[config.mk]
export PLATFORM = sky130hd
export DESIGN_NAME = i2c_stop_gen
export DESIGN_NICKNAME = d
export VERILOG_FILES = /design/src/rtl/i2c_stop_pkg.sv /design/src/rtl/i2c_line_sync.sv /design/src/rtl/stop_timer.sv /design/src/rtl/i2c_bus_monitor.sv /design/src/rtl/i2c_stop_gen.sv
export SDC_FILE = /design/constraint.sdc
export NUM_CORES = 1
export LEC_CHECK = 0
export CORE_ASPECT_RATIO = 1.1
export CORE_MARGIN = 2
export CORE_UTILIZATION = 40
export DETAILED_ROUTE_END_ITERATION = 10
export GPL_ROUTABILITY_DRIVEN = 1
export GPL_TIMING_DRIVEN = 0
export MAX_ROUTING_LAYER = met4
export PLACE_DENSITY_LB_ADDON = 0.15
export SYNTH_ARGS = -nofsm -noshare
export SYNTH_HDL_FRONTEND = slang
export SYNTH_HIERARCHICAL = 1
export SYNTH_SLANG_ARGS = --single-unit
[constraint.sdc]
create_clock -name clk -period 3.5 [get_ports clk]
set_input_delay 0.35 -clock clk [delete_from_list [all_inputs] [get_ports clk]]
set_output_delay 0.35 -clock clk [all_outputs]
set_load 0.05 [all_outputs]
[src/rtl/i2c_stop_pkg.sv]
package i2c_stop_pkg;

  typedef enum logic [2:0] {
    ST_IDLE,
    ST_ARMED,
    ST_SCL_RISE,
    ST_SETUP,
    ST_HOLD,
    ST_STUCK
  } stop_state_e;

  localparam logic [7:0] ARM_CMD = 8'hC0;

endpackage

[src/rtl/i2c_line_sync.sv]
module i2c_line_sync #(
  parameter int W      = 2,
  parameter int STAGES = 2
) (
  input  logic         clk,
  input  logic         rst_n,
  input  logic [W-1:0] d,
  output logic [W-1:0] q
);

  logic [STAGES-1:0][W-1:0] chain;

  // lines idle high, so the chain resets to released
  always_ff @(posedge clk or negedge rst_n) begin
    if (!rst_n) chain <= '1;
    else        chain <= {chain[STAGES-2:0], d};
  end

  assign q = chain[STAGES-1];

endmodule

[src/rtl/stop_timer.sv]
module stop_timer #(
  parameter int PRESC = 20,
  parameter int CNT_W = 8
) (
  input  logic             clk,
  input  logic             rst_n,
  input  logic             load,
  input  logic [CNT_W-1:0] load_val,
  output logic             done
);

  localparam int PW = (PRESC > 1) ? $clog2(PRESC) : 1;

  logic [PW-1:0]    pcnt_q, pcnt_d;
  logic [CNT_W-1:0] tcnt_q, tcnt_d;
  logic             run, tick;

  assign run  = (tcnt_q != '0);
  assign tick = (pcnt_q == PW'(PRESC - 1));

  always_comb begin
    pcnt_d = pcnt_q;
    tcnt_d = tcnt_q;
    if (load) begin
      pcnt_d = '0;
      tcnt_d = load_val;
    end else if (run) begin
      if (tick) begin
        pcnt_d = '0;
        tcnt_d = tcnt_q - 1'b1;
      end else begin
        pcnt_d = pcnt_q + 1'b1;
      end
    end
  end

  always_ff @(posedge clk or negedge rst_n) begin
    if (!rst_n) begin
      pcnt_q <= '0;
      tcnt_q <= '0;
    end else if (load || run) begin
      pcnt_q <= pcnt_d;
      tcnt_q <= tcnt_d;
    end
  end

  assign done = !run;

endmodule

[src/rtl/i2c_bus_monitor.sv]
module i2c_bus_monitor (
  input  logic clk,
  input  logic rst_n,
  input  logic clr,
  input  logic scl_s,
  input  logic sda_s,
  output logic bus_busy,
  output logic stop_seen
);

  logic scl_q, sda_q, busy_q, busy_d;
  logic start_seen;

  assign start_seen = scl_q && scl_s && sda_q && !sda_s;
  assign stop_seen  = scl_q && scl_s && !sda_q && sda_s;

  always_comb begin
    busy_d = busy_q;
    if (clr)             busy_d = 1'b0;
    else if (start_seen) busy_d = 1'b1;
    else if (stop_seen)  busy_d = 1'b0;
  end

  always_ff @(posedge clk or negedge rst_n) begin
    if (!rst_n) begin
      scl_q  <= 1'b1;
      sda_q  <= 1'b1;
      busy_q <= 1'b0;
    end else begin
      scl_q  <= scl_s;
      sda_q  <= sda_s;
      busy_q <= busy_d;
    end
  end

  assign bus_busy = busy_q;

endmodule

[src/rtl/i2c_stop_gen.sv]
module i2c_stop_gen #(
  parameter int PRESC      = 20,
  parameter int STD_SETUP  = 40,
  parameter int STD_FREE   = 47,
  parameter int FAST_SETUP = 6,
  parameter int FAST_FREE  = 13,
  parameter int SYNC_STG   = 2
) (
  input  logic       clk,
  input  logic       rst_n,
  input  logic       en,
  input  logic       soft_rst,
  input  logic       fast_mode,
  input  logic       wr_ctrl,
  input  logic       wr_data,
  input  logic [7:0] wdata,
  input  logic       scl_in,
  input  logic       sda_in,
  output logic       scl_o,
  output logic       sda_o,
  output logic       bus_busy,
  output logic       wr_rejected
);
  import i2c_stop_pkg::*;

  localparam int MAX_A = (STD_SETUP > FAST_SETUP) ? STD_SETUP : FAST_SETUP;
  localparam int MAX_B = (STD_FREE > FAST_FREE) ? STD_FREE : FAST_FREE;
  localparam int MAX_T = (MAX_A > MAX_B) ? MAX_A : MAX_B;
  localparam int CNT_W = $clog2(MAX_T + 1);

  stop_state_e      state, state_d;
  logic [1:0]       lines_s;
  logic             scl_s, sda_s;
  logic             kill, arm_wr, in_stop, stop_seen;
  logic             tmr_load, tmr_done;
  logic [CNT_W-1:0] tmr_val;
  logic             rej_d;

  i2c_line_sync #(.W(2), .STAGES(SYNC_STG)) u_sync (
    .clk(clk), .rst_n(rst_n), .d({scl_in, sda_in}), .q(lines_s)
  );
  assign scl_s = lines_s[1];
  assign sda_s = lines_s[0];

  assign kill    = !en || soft_rst;
  assign arm_wr  = wr_ctrl && (wdata == ARM_CMD);
  assign in_stop = (state == ST_SCL_RISE) || (state == ST_SETUP) || (state == ST_HOLD);

  i2c_bus_monitor u_mon (
    .clk(clk), .rst_n(rst_n), .clr(kill), .scl_s(scl_s), .sda_s(sda_s),
    .bus_busy(bus_busy), .stop_seen(stop_seen)
  );

  stop_timer #(.PRESC(PRESC), .CNT_W(CNT_W)) u_tmr (
    .clk(clk), .rst_n(rst_n), .load(tmr_load), .load_val(tmr_val), .done(tmr_done)
  );

  // next-state logic
  always_comb begin
    state_d  = state;
    tmr_load = 1'b0;
    tmr_val  = '0;
    case (state)
      ST_IDLE:  if (arm_wr) state_d = ST_ARMED;
      ST_ARMED: if (wr_data) state_d = ST_SCL_RISE;
      ST_SCL_RISE: begin
        if (scl_s) begin
          state_d  = ST_SETUP;
          tmr_load = 1'b1;
          tmr_val  = fast_mode ? CNT_W'(FAST_SETUP) : CNT_W'(STD_SETUP);
        end
      end
      ST_SETUP: begin
        if (!scl_s) state_d = ST_STUCK;
        else if (tmr_done) begin
          state_d  = ST_HOLD;
          tmr_load = 1'b1;
          tmr_val  = fast_mode ? CNT_W'(FAST_FREE) : CNT_W'(STD_FREE);
        end
      end
      ST_HOLD: begin
        if (bus_busy && !scl_s)        state_d = ST_STUCK;
        else if (tmr_done && !bus_busy) state_d = ST_IDLE;
      end
      ST_STUCK: if (arm_wr) state_d = ST_ARMED;
      default:  state_d = ST_IDLE;
    endcase
    if (kill) begin
      state_d  = ST_IDLE;
      tmr_load = 1'b0;
    end
  end

  assign rej_d = in_stop && (wr_ctrl || wr_data) && !kill;

  always_ff @(posedge clk or negedge rst_n) begin
    if (!rst_n) begin
      state       <= ST_IDLE;
      wr_rejected <= 1'b0;
    end else begin
      state       <= state_d;
      wr_rejected <= rej_d;
    end
  end

  // open-drain drives decoded from state flops
  assign scl_o = !((state == ST_ARMED) || (state == ST_STUCK));
  assign sda_o = !((state == ST_ARMED) || (state == ST_SCL_RISE) ||
                   (state == ST_SETUP) || (state == ST_STUCK));

endmodule

==> results, run 1 <==
- The sink count of the clock tree is 22.
- The number of resized instances in the post-cts repair step is 0.
- The clock latency reported for the late side of the worst-skew pair is about 0.32 ns.
- 0 antenna diodes ended up in the layout.
- The final layout contains 180 nets.
- The final weighted congestion of routability-driven global placement is between 0.7 and 0.8.
- Summed over all cells, the static leakage comes to about 0.60 nW.
- The first-pass GRT wire length is between 4000 and 5000 um.
- In this run the vertical extent of the chip is 63.3 um.
- The tightest min-delay check is of the reg -> reg type.
- The number of placed instances, taps included is ~190.
- The horizontal die dimension is 57.9 um.
- The total power per unit cell area is 459 nW/um^2.
- Synthesis produced a netlist with a net count of 155.
- The maximum fanout count along the critical path is 10.
- Clock tree synthesis inserted a total of 3 buffers.
- The final hold violation count is 0.
- The smallest clock period supported by the final layout is computed as 2.51 ns.
- The number of antenna violations at the first check in global routing is 0.
- The required time reported for the critical path endpoint is around 3.8 ns.
- After clock tree synthesis, the clock-pin slew on the worst setup and hold paths is 0.14 ns.
- The average wire per standard cell is between 10 and 15 um.
- The worst setup path is launched from a flop.
- The pin count of the biggest net entering global routing is 23.
- The count of vias placed by the detailed router is roughly 1100.
- Counting along the longest clock path gives a buffer depth of 2.
- The core region is just over 3000 sq um.
- The count of final setup violators is 0.
- The tree is rooted in a clkbuf_4.
- For this configuration, the core starts out at a cell density of 0.420.
- The area growth from synthesis to layout is 21.0%.
- After routing, the total negative slack on setup checks comes to 0 ns.
- Setup repair after global routing left no endpoint under its margin.
- The final wirelength is 2450 um.
- In the routed layout, each cell is associated on average with a via count of roughly 5.5.
- The achievable frequency is 399 MHz.
- The count of port buffers added during placement is 20.
- The CTS H-tree depth is 1.
- The floorplan has 21 rows.
- Across the run, the number of max-cap violations was 0.
- The number of setup buffers added after CTS is 0.
- The CTS tree is yes.
- The final worst clock skew is between 0.015 and 0.02 ns.
- The startpoint identified for the worst register-to-register timing path is u_tmr/tcnt_q[0].
- For this design, the CTS-stage hold fixing added 0 buffers.
- The count of pins over their slew limit was 0.
- Excluding fillers, the count of instances in the completed layout stands at between 150 and 200.
- The synthesized netlist cell count is between 100 and 150.
- The first-pass detailed-route iteration total is 4.
- The worst pin sits at a relative slew slack of 0.340.
- For the pin with the worst max-slew slack, the measured transition is a little under 1 ns.
- The Yosys warning count is 6.
- The number of top-level pins is 21.
- Dividing the final minimum period by the clock period gives 0.717.
- The number of DRC markers after the initial detailed-route iteration is 40.
- The kind of end point of the critical path is a flop.
- The commonest non-fill, non-tap cell in the layout is clkdlybuf4s50_1.
- The mean instance size in the synthesized netlist is 9.48 sq um.
- The ratio of cells with drive above 1 in the final layout is 0.164.
- The worst hold-check slack is approximately 0.37 ns.
- IR analysis of the VDD net gives a maximum drop of between 0.3 and 0.4 mV.
- The post-synthesis instance area is 1280 sq um.
- The overall fraction of global-route tracks in use is 0.163.
- In this run the remaining antenna-violating nets after routing total 0.
- The overall overflow remaining after global route is 0.
- The via count of the first global-routing pass is a little over 1000.
- The flow ran to the end, and the final reports show no timing, DRC or antenna violations.
- After legalization and detailed placement, the total HPWL measured between 1500 and 2000 um.
- The startpoint identified for the worst hold timing path is u_sync/chain[0].
- In the layout the commonest cells are clkdlybuf4s50_1 (20), dfrtp_1 (16), nand2_1 (13).
- The data arrival at the endpoint of the critical path is approximately 2.8 ns.
- The startpoint-to-endpoint class of the critical path is reg -> reg.
- The worst setup path startpoint is u_tmr/tcnt_q[0].
- The number of remaining DRC errors is 0.
- The area enclosed by the die boundary is 3670 sq um.
-- metal layers --
layer  GRT usage  part of all wire  vias to the layer above
met5           -                 0                        -
met4      0.0669             0.016                        0
met3      0.0308             0.035                        6
met2       0.259              0.49                       19
met1       0.201              0.46                      511
li1            -                 -                      525
-- final timing paths --
path                              endpoint  slack [ns]  depth (start not counted)
setup / recovery           u_tmr/tcnt_q[2]        0.99                         11
hold / removal                 u_sync/q[0]        0.37                          0
setup reg to reg           u_tmr/tcnt_q[2]        0.99                         11
hold reg to reg                u_sync/q[0]        0.37                          0
max in group asynchronous  u_tmr/tcnt_q[1]        2.33                          1
min in group asynchronous         state[2]        0.56                          1
-- stage by stage --
stage / cell area [sq um] / total power, W / worst slack [ns] / util
after global placement: 1520 / 0.000579 / 1.02 / 0.500
after detailed placement: 1520 / 0.000595 / 0.979 / 0.500
after CTS: 1550 / 0.000721 / 0.939 / 0.508
after floorplan: 1280 / 0.000524 / 1.39 / -
final: 1550 / 0.000711 / 0.991 / 0.508
after global routing: 1550 / 0.000776 / 0.664 / 0.508
-- power breakdown --
part           leakage (nW)  switching (W)  internal, W  total (W)
combinational         0.323       0.000105     0.000104   0.000208
sequential            0.261      0.0000638     0.000315   0.000379
clock                0.0150      0.0000788    0.0000445   0.000123
-- cell type report --
type / count / area (sq um)
fillers: 294 / 1500
well taps: 34 / 42.5
plain buffers: 7 / 45.0
clock buffers: 4 / 26.3
multi-input cells: 102 / 662
flip-flops and latches: 22 / 558
repair buffers: 20 / 200
inverters: 4 / 15.0
-- worst max-delay path, cell delays in order, from the launching register on --
cell	delay, ns
dfrtp_1	0.44
inv_1	0.13
ha_1	0.19
nand2b_1	0.20
nor2_2	0.32
nand2b_1	0.18
nand3_1	0.10
nor2_1	0.09
clkbuf_2	0.21
clkbuf_1	0.38
nand2_1	0.11
o21ai_0	0.10
-- sequential cells by signal (all words and copies together), names as in the netlist --
name,count
u_mon/scl_q,1
u_sync/q,2
u_mon/sda_q,1
u_tmr/tcnt_q,6
wr_rejected,1
u_sync/chain,2
u_mon/bus_busy,1
state,3
u_tmr/pcnt_q,5
No activity file was read; power rests on OpenSTA's default activity.
==> inputs of run 2 (changes only) <==
==> constraint.sdc (replaced) <==
create_clock -name clk -period 2.08 [get_ports clk]
set_input_delay 0.208 -clock clk [delete_from_list [all_inputs] [get_ports clk]]
set_output_delay 0.208 -clock clk [all_outputs]
set_load 0.05 [all_outputs]
==> results, run 2 (synthesis results as in run 1) <==
- The fraction of the core area covered by cells at the end of the flow was 0.541 (+0.0333).
- The flip-flop count of the largest register after layout came to 6 (unchanged).
- The net count of the finished layout was 188 (+4.4%).
- The maximum fanout count along the critical path is 6 (-4).
- The clock slew seen by the registers of the worst setup and hold paths came to 0.12 ns (-0.02 ns).
- The worst setup path is launched from a flop.
- The required time reported for the critical path endpoint came to 2.27 ns (-1.48 ns).
- The number of cells in the finished layout apart from fillers is 201 (+4.1%).
- The startpoint of the most critical register-to-register path is u_tmr/tcnt_q[2].
- The slew at the pin closest to its max-slew limit is 0.961 ns (-0.0261 ns).
- The number of DRC markers after the initial detailed-route iteration is 31 (-23%).
- The top cell types in the final layout, fill and taps aside, are clkdlybuf4s50_1 (18), dfrtp_1 (16), nand2_1 (13).
- The final worst clock skew is 0.00905 ns (-0.0108 ns).
- The initial standard-cell utilization of the core was 0.420 (unchanged).
- The path class of the lowest-slack min-delay path is in -> reg.
- The sink count of the clock tree is 22 (unchanged).
- The flow ran to the end, and the final reports show no timing, DRC or antenna violations.
- The worst register-to-register path ends at u_tmr/tcnt_q[5].
- The count of port buffers added during placement is 20 (unchanged).
- The count of vias placed by the detailed router is 1075 (+1.3%).
- The final antenna diode count came to 0 (unchanged).
- The cell at the slowest stage of the critical path is or3_4.
- The via count normalized by instance count is 5.35 (-2.7%).
- The first-pass GRT wire length was 4690 um (+4.2%).
- The number of remaining DRC errors was 0 (unchanged).
- The horizontal die dimension was 57.9 um (unchanged).
- The vertical extent of the die was 63.3 um (unchanged).
- The final weighted congestion of routability-driven global placement is 0.811 (+2.9%).
- The global routing usage on met1 is 0.205 (+0.00363).
- The worst hold endpoint is u_sync/chain[1].
- The area growth from synthesis to layout is 28.9%.
- The startpoint of the most critical hold path is scl_in.
- The count of pins over their slew limit is 0 (unchanged).
- The count of final setup violators was 0 (unchanged).
- The average wire per standard cell was 13.3 um (+4.5%).
- The final wirelength is 2670 um (+8.8%).
- The sequential fraction of design power came to 0.477 (-0.056).
- The fraction of power spent switching nets is 0.341 (-0.00676).
- The worst hold-check slack is 0.300 ns (-0.0653 ns).
- The root buffer cell is clkbuf_4.
- The kind of cell with the highest combined delay on the critical path is simple AND/OR/NAND/NOR gates.
- The placeable core region is 3050 sq um (unchanged).
- The overall fraction of global-route tracks in use is 0.167 (+0.00426).
- Setup repair after global routing left no endpoint under its margin.
- u_tmr/tcnt_q holds more flip-flops than any other register.
- The area occupied by multi-input gates is 699 sq um (+5.7%).
- The internal power is 0.000850 W (+83%).
- The area occupied by registers is 558 sq um (unchanged).
- The row count came to 21 (unchanged).
- The achievable frequency is 515 MHz (+29%).
- The ratio of cells with drive above 1 in the final layout is 0.234 (+0.0700).
- The total power per unit cell area was 782 nW/um^2 (+70%).
- Traced cell by cell, the critical path runs through or3_4, nor2_4, nand2b_4, nand3_1, nor2_1, clkbuf_8, nor3_1, a221o_1.
- The leakage power of the design came to 0.642 nW (+7.3%).
- The delay of the slowest cell on the worst path was 0.43 ns (about the same).
- The number of cells traversed by the worst register-to-register path was 8 (-3).
- The HPWL after detailed placement was 1870 um (+0.81%).
- Leaving out fill and tap cells, the most frequent cell in the layout is clkdlybuf4s50_1.
- The CTS H-tree depth is 1 (unchanged).
- The number of top-level pins is 21 (unchanged).
- The count of antenna-violating nets left after detailed routing is 0 (unchanged).
- The largest registers in the layout are u_tmr/tcnt_q: 6 flops, u_tmr/pcnt_q: 5 flops, state: 3 flops.
- The overall overflow remaining after global route came to 0 (unchanged).
- TritonCTS built the clock tree.
- The total of fill cells in the finished design is 289 (-1.7%).
- The share of power burned in the clock network is 0.157 (-0.016).
- The area enclosed by the die boundary is 3670 sq um (unchanged).
- The final hold violation count is 0 (unchanged).
- The number of violations of the max-capacitance limit is 0 (unchanged).
- The worst setup path is of the reg -> reg kind.
- The total CTS buffers came to 3 (unchanged).
- The relative slew slack is 0.357 (+0.0175).
- The number of hold buffers added after cts is 0 (unchanged).
- The clock latency reported for the late side of the worst-skew pair was 0.31 ns (about the same).
- The shortest period the worst path allows was 1.94 ns (-0.565 ns).
- The kind of end point of the critical path is a flop.
- The global-route track usage on met3 is 0.0267 (-0.00411).
- The buffer and inverter count on the worst path is 1 (-2).
- The data arrival at the endpoint of the critical path is 2.13 ns (-0.63 ns).
- The relative contribution of combinational cells to total power came to 0.366 (+0.073).
- The most crowded layer after global routing is met2.
- The pin count of the biggest net entering global routing came to 23 (unchanged).
- The number of placed instances, taps included was 189 (unchanged).
- The number of cells on the worst hold path was 1 (+1).
- The met2 global-route usage came to 0.274 (+0.0156).
- The maximum vdd ir drop is 0.491 mV (+61%).
- The buffer depth of the longest clock path came to 2 (unchanged).
- The final period utilization is 0.934 (+0.218).
- The via count of the first global-routing pass is 1085 (+4.6%).
- The number of antenna violations at the first check in global routing is 0 (unchanged).
- The switching component of the power is 0.000440 W (+78%).
- The first-pass detailed-route iteration total is 4 (unchanged).
- The minimum setup slack among reg-to-reg paths is 0.14 ns (-0.85 ns).
run 2: cell count changes in the layout (fill, tap and decap cells not counted), sizes merged:
cell / change
buf: +7
clkdlybuf4s50: -2
dlygate4sd2: +2
clkbuf: +1
run 2: worst max-delay path by stage:
| stage | from | end | slack, ns | cells after the start |
|---|---|---|---|---|
| 2_1_floorplan | u_tmr/tcnt_q[3] | u_tmr/tcnt_q[5] | 0.06 | 9 |
| 3_3_place_gp | u_tmr/tcnt_q[0] | u_tmr/tcnt_q[5] | -0.16 | 10 |
| 3_5_place_dp | u_tmr/tcnt_q[0] | u_tmr/tcnt_q[5] | -0.21 | 10 |
| 4_1_cts | u_tmr/tcnt_q[2] | u_tmr/tcnt_q[5] | 0.002 | 9 |
| 5_1_grt | state[0] | scl_o | 0.01 | 5 |
| 6_report | u_tmr/tcnt_q[2] | u_tmr/tcnt_q[5] | 0.14 | 8 |
run 2: worst register-to-register path, stage by stage (launching register included):
cell and delay, ns:
dfrtp_1 0.42, or3_4 0.43, nor2_4 0.10, nand2b_4 0.13, nand3_1 0.09, nor2_1 0.14, clkbuf_8 0.16, nor3_1 0.05
a221o_1 0.30
run 2: metrics by stage:
stage	power [W]	worst slack [ns]	cell area [sq um]	setup TNS, ns
after floorplan	0.000886	0.0588	1290	0
after global placement	0.000977	-0.164	1530	-1.10
after detailed placement	0.00100	-0.214	1530	-1.55
final	0.00129	0.136	1650	0
after CTS	0.00125	0.00230	1590	0
after global routing	0.00140	0.0107	1650	0
run 2: routing by layer:
layer,part of all wire,up-vias
met2,0.50,19
met3,0.043,4
li1,-,535
met5,0,-
met1,0.45,517
met4,0.011,0
run 2: what timing repair did:
| action | CTS | global route |
|---|---|---|
| buffers inserted | 3 | 6 |
| gates cloned | 0 | 0 |
| setup endpoints to repair | 13 | 10 |
| resized for setup | 6 | 5 |
| pin swaps | 1 | 4 |
run 2: layout make-up:
class / instances / area share
multi-input combinational: 102 / 0.424
inverter: 4 / 0.00910
clock buffer: 4 / 0.0159
timing repair buffer: 29 / 0.159
tap: 34 / 0.0258
buffer: 6 / 0.0281
sequential: 22 / 0.338
run 2: power groups by stage:
stage | Combinational, W | Clock, W | Sequential, W
after floorplan | 0.000264 | 0 | 0.000622
after detailed placement | 0.000359 | 0 | 0.000644
after global placement | 0.000338 | 0 | 0.000639
after global routing | 0.000527 | 0.000242 | 0.000635
after CTS | 0.000410 | 0.000219 | 0.000618
final | 0.000472 | 0.000202 | 0.000616
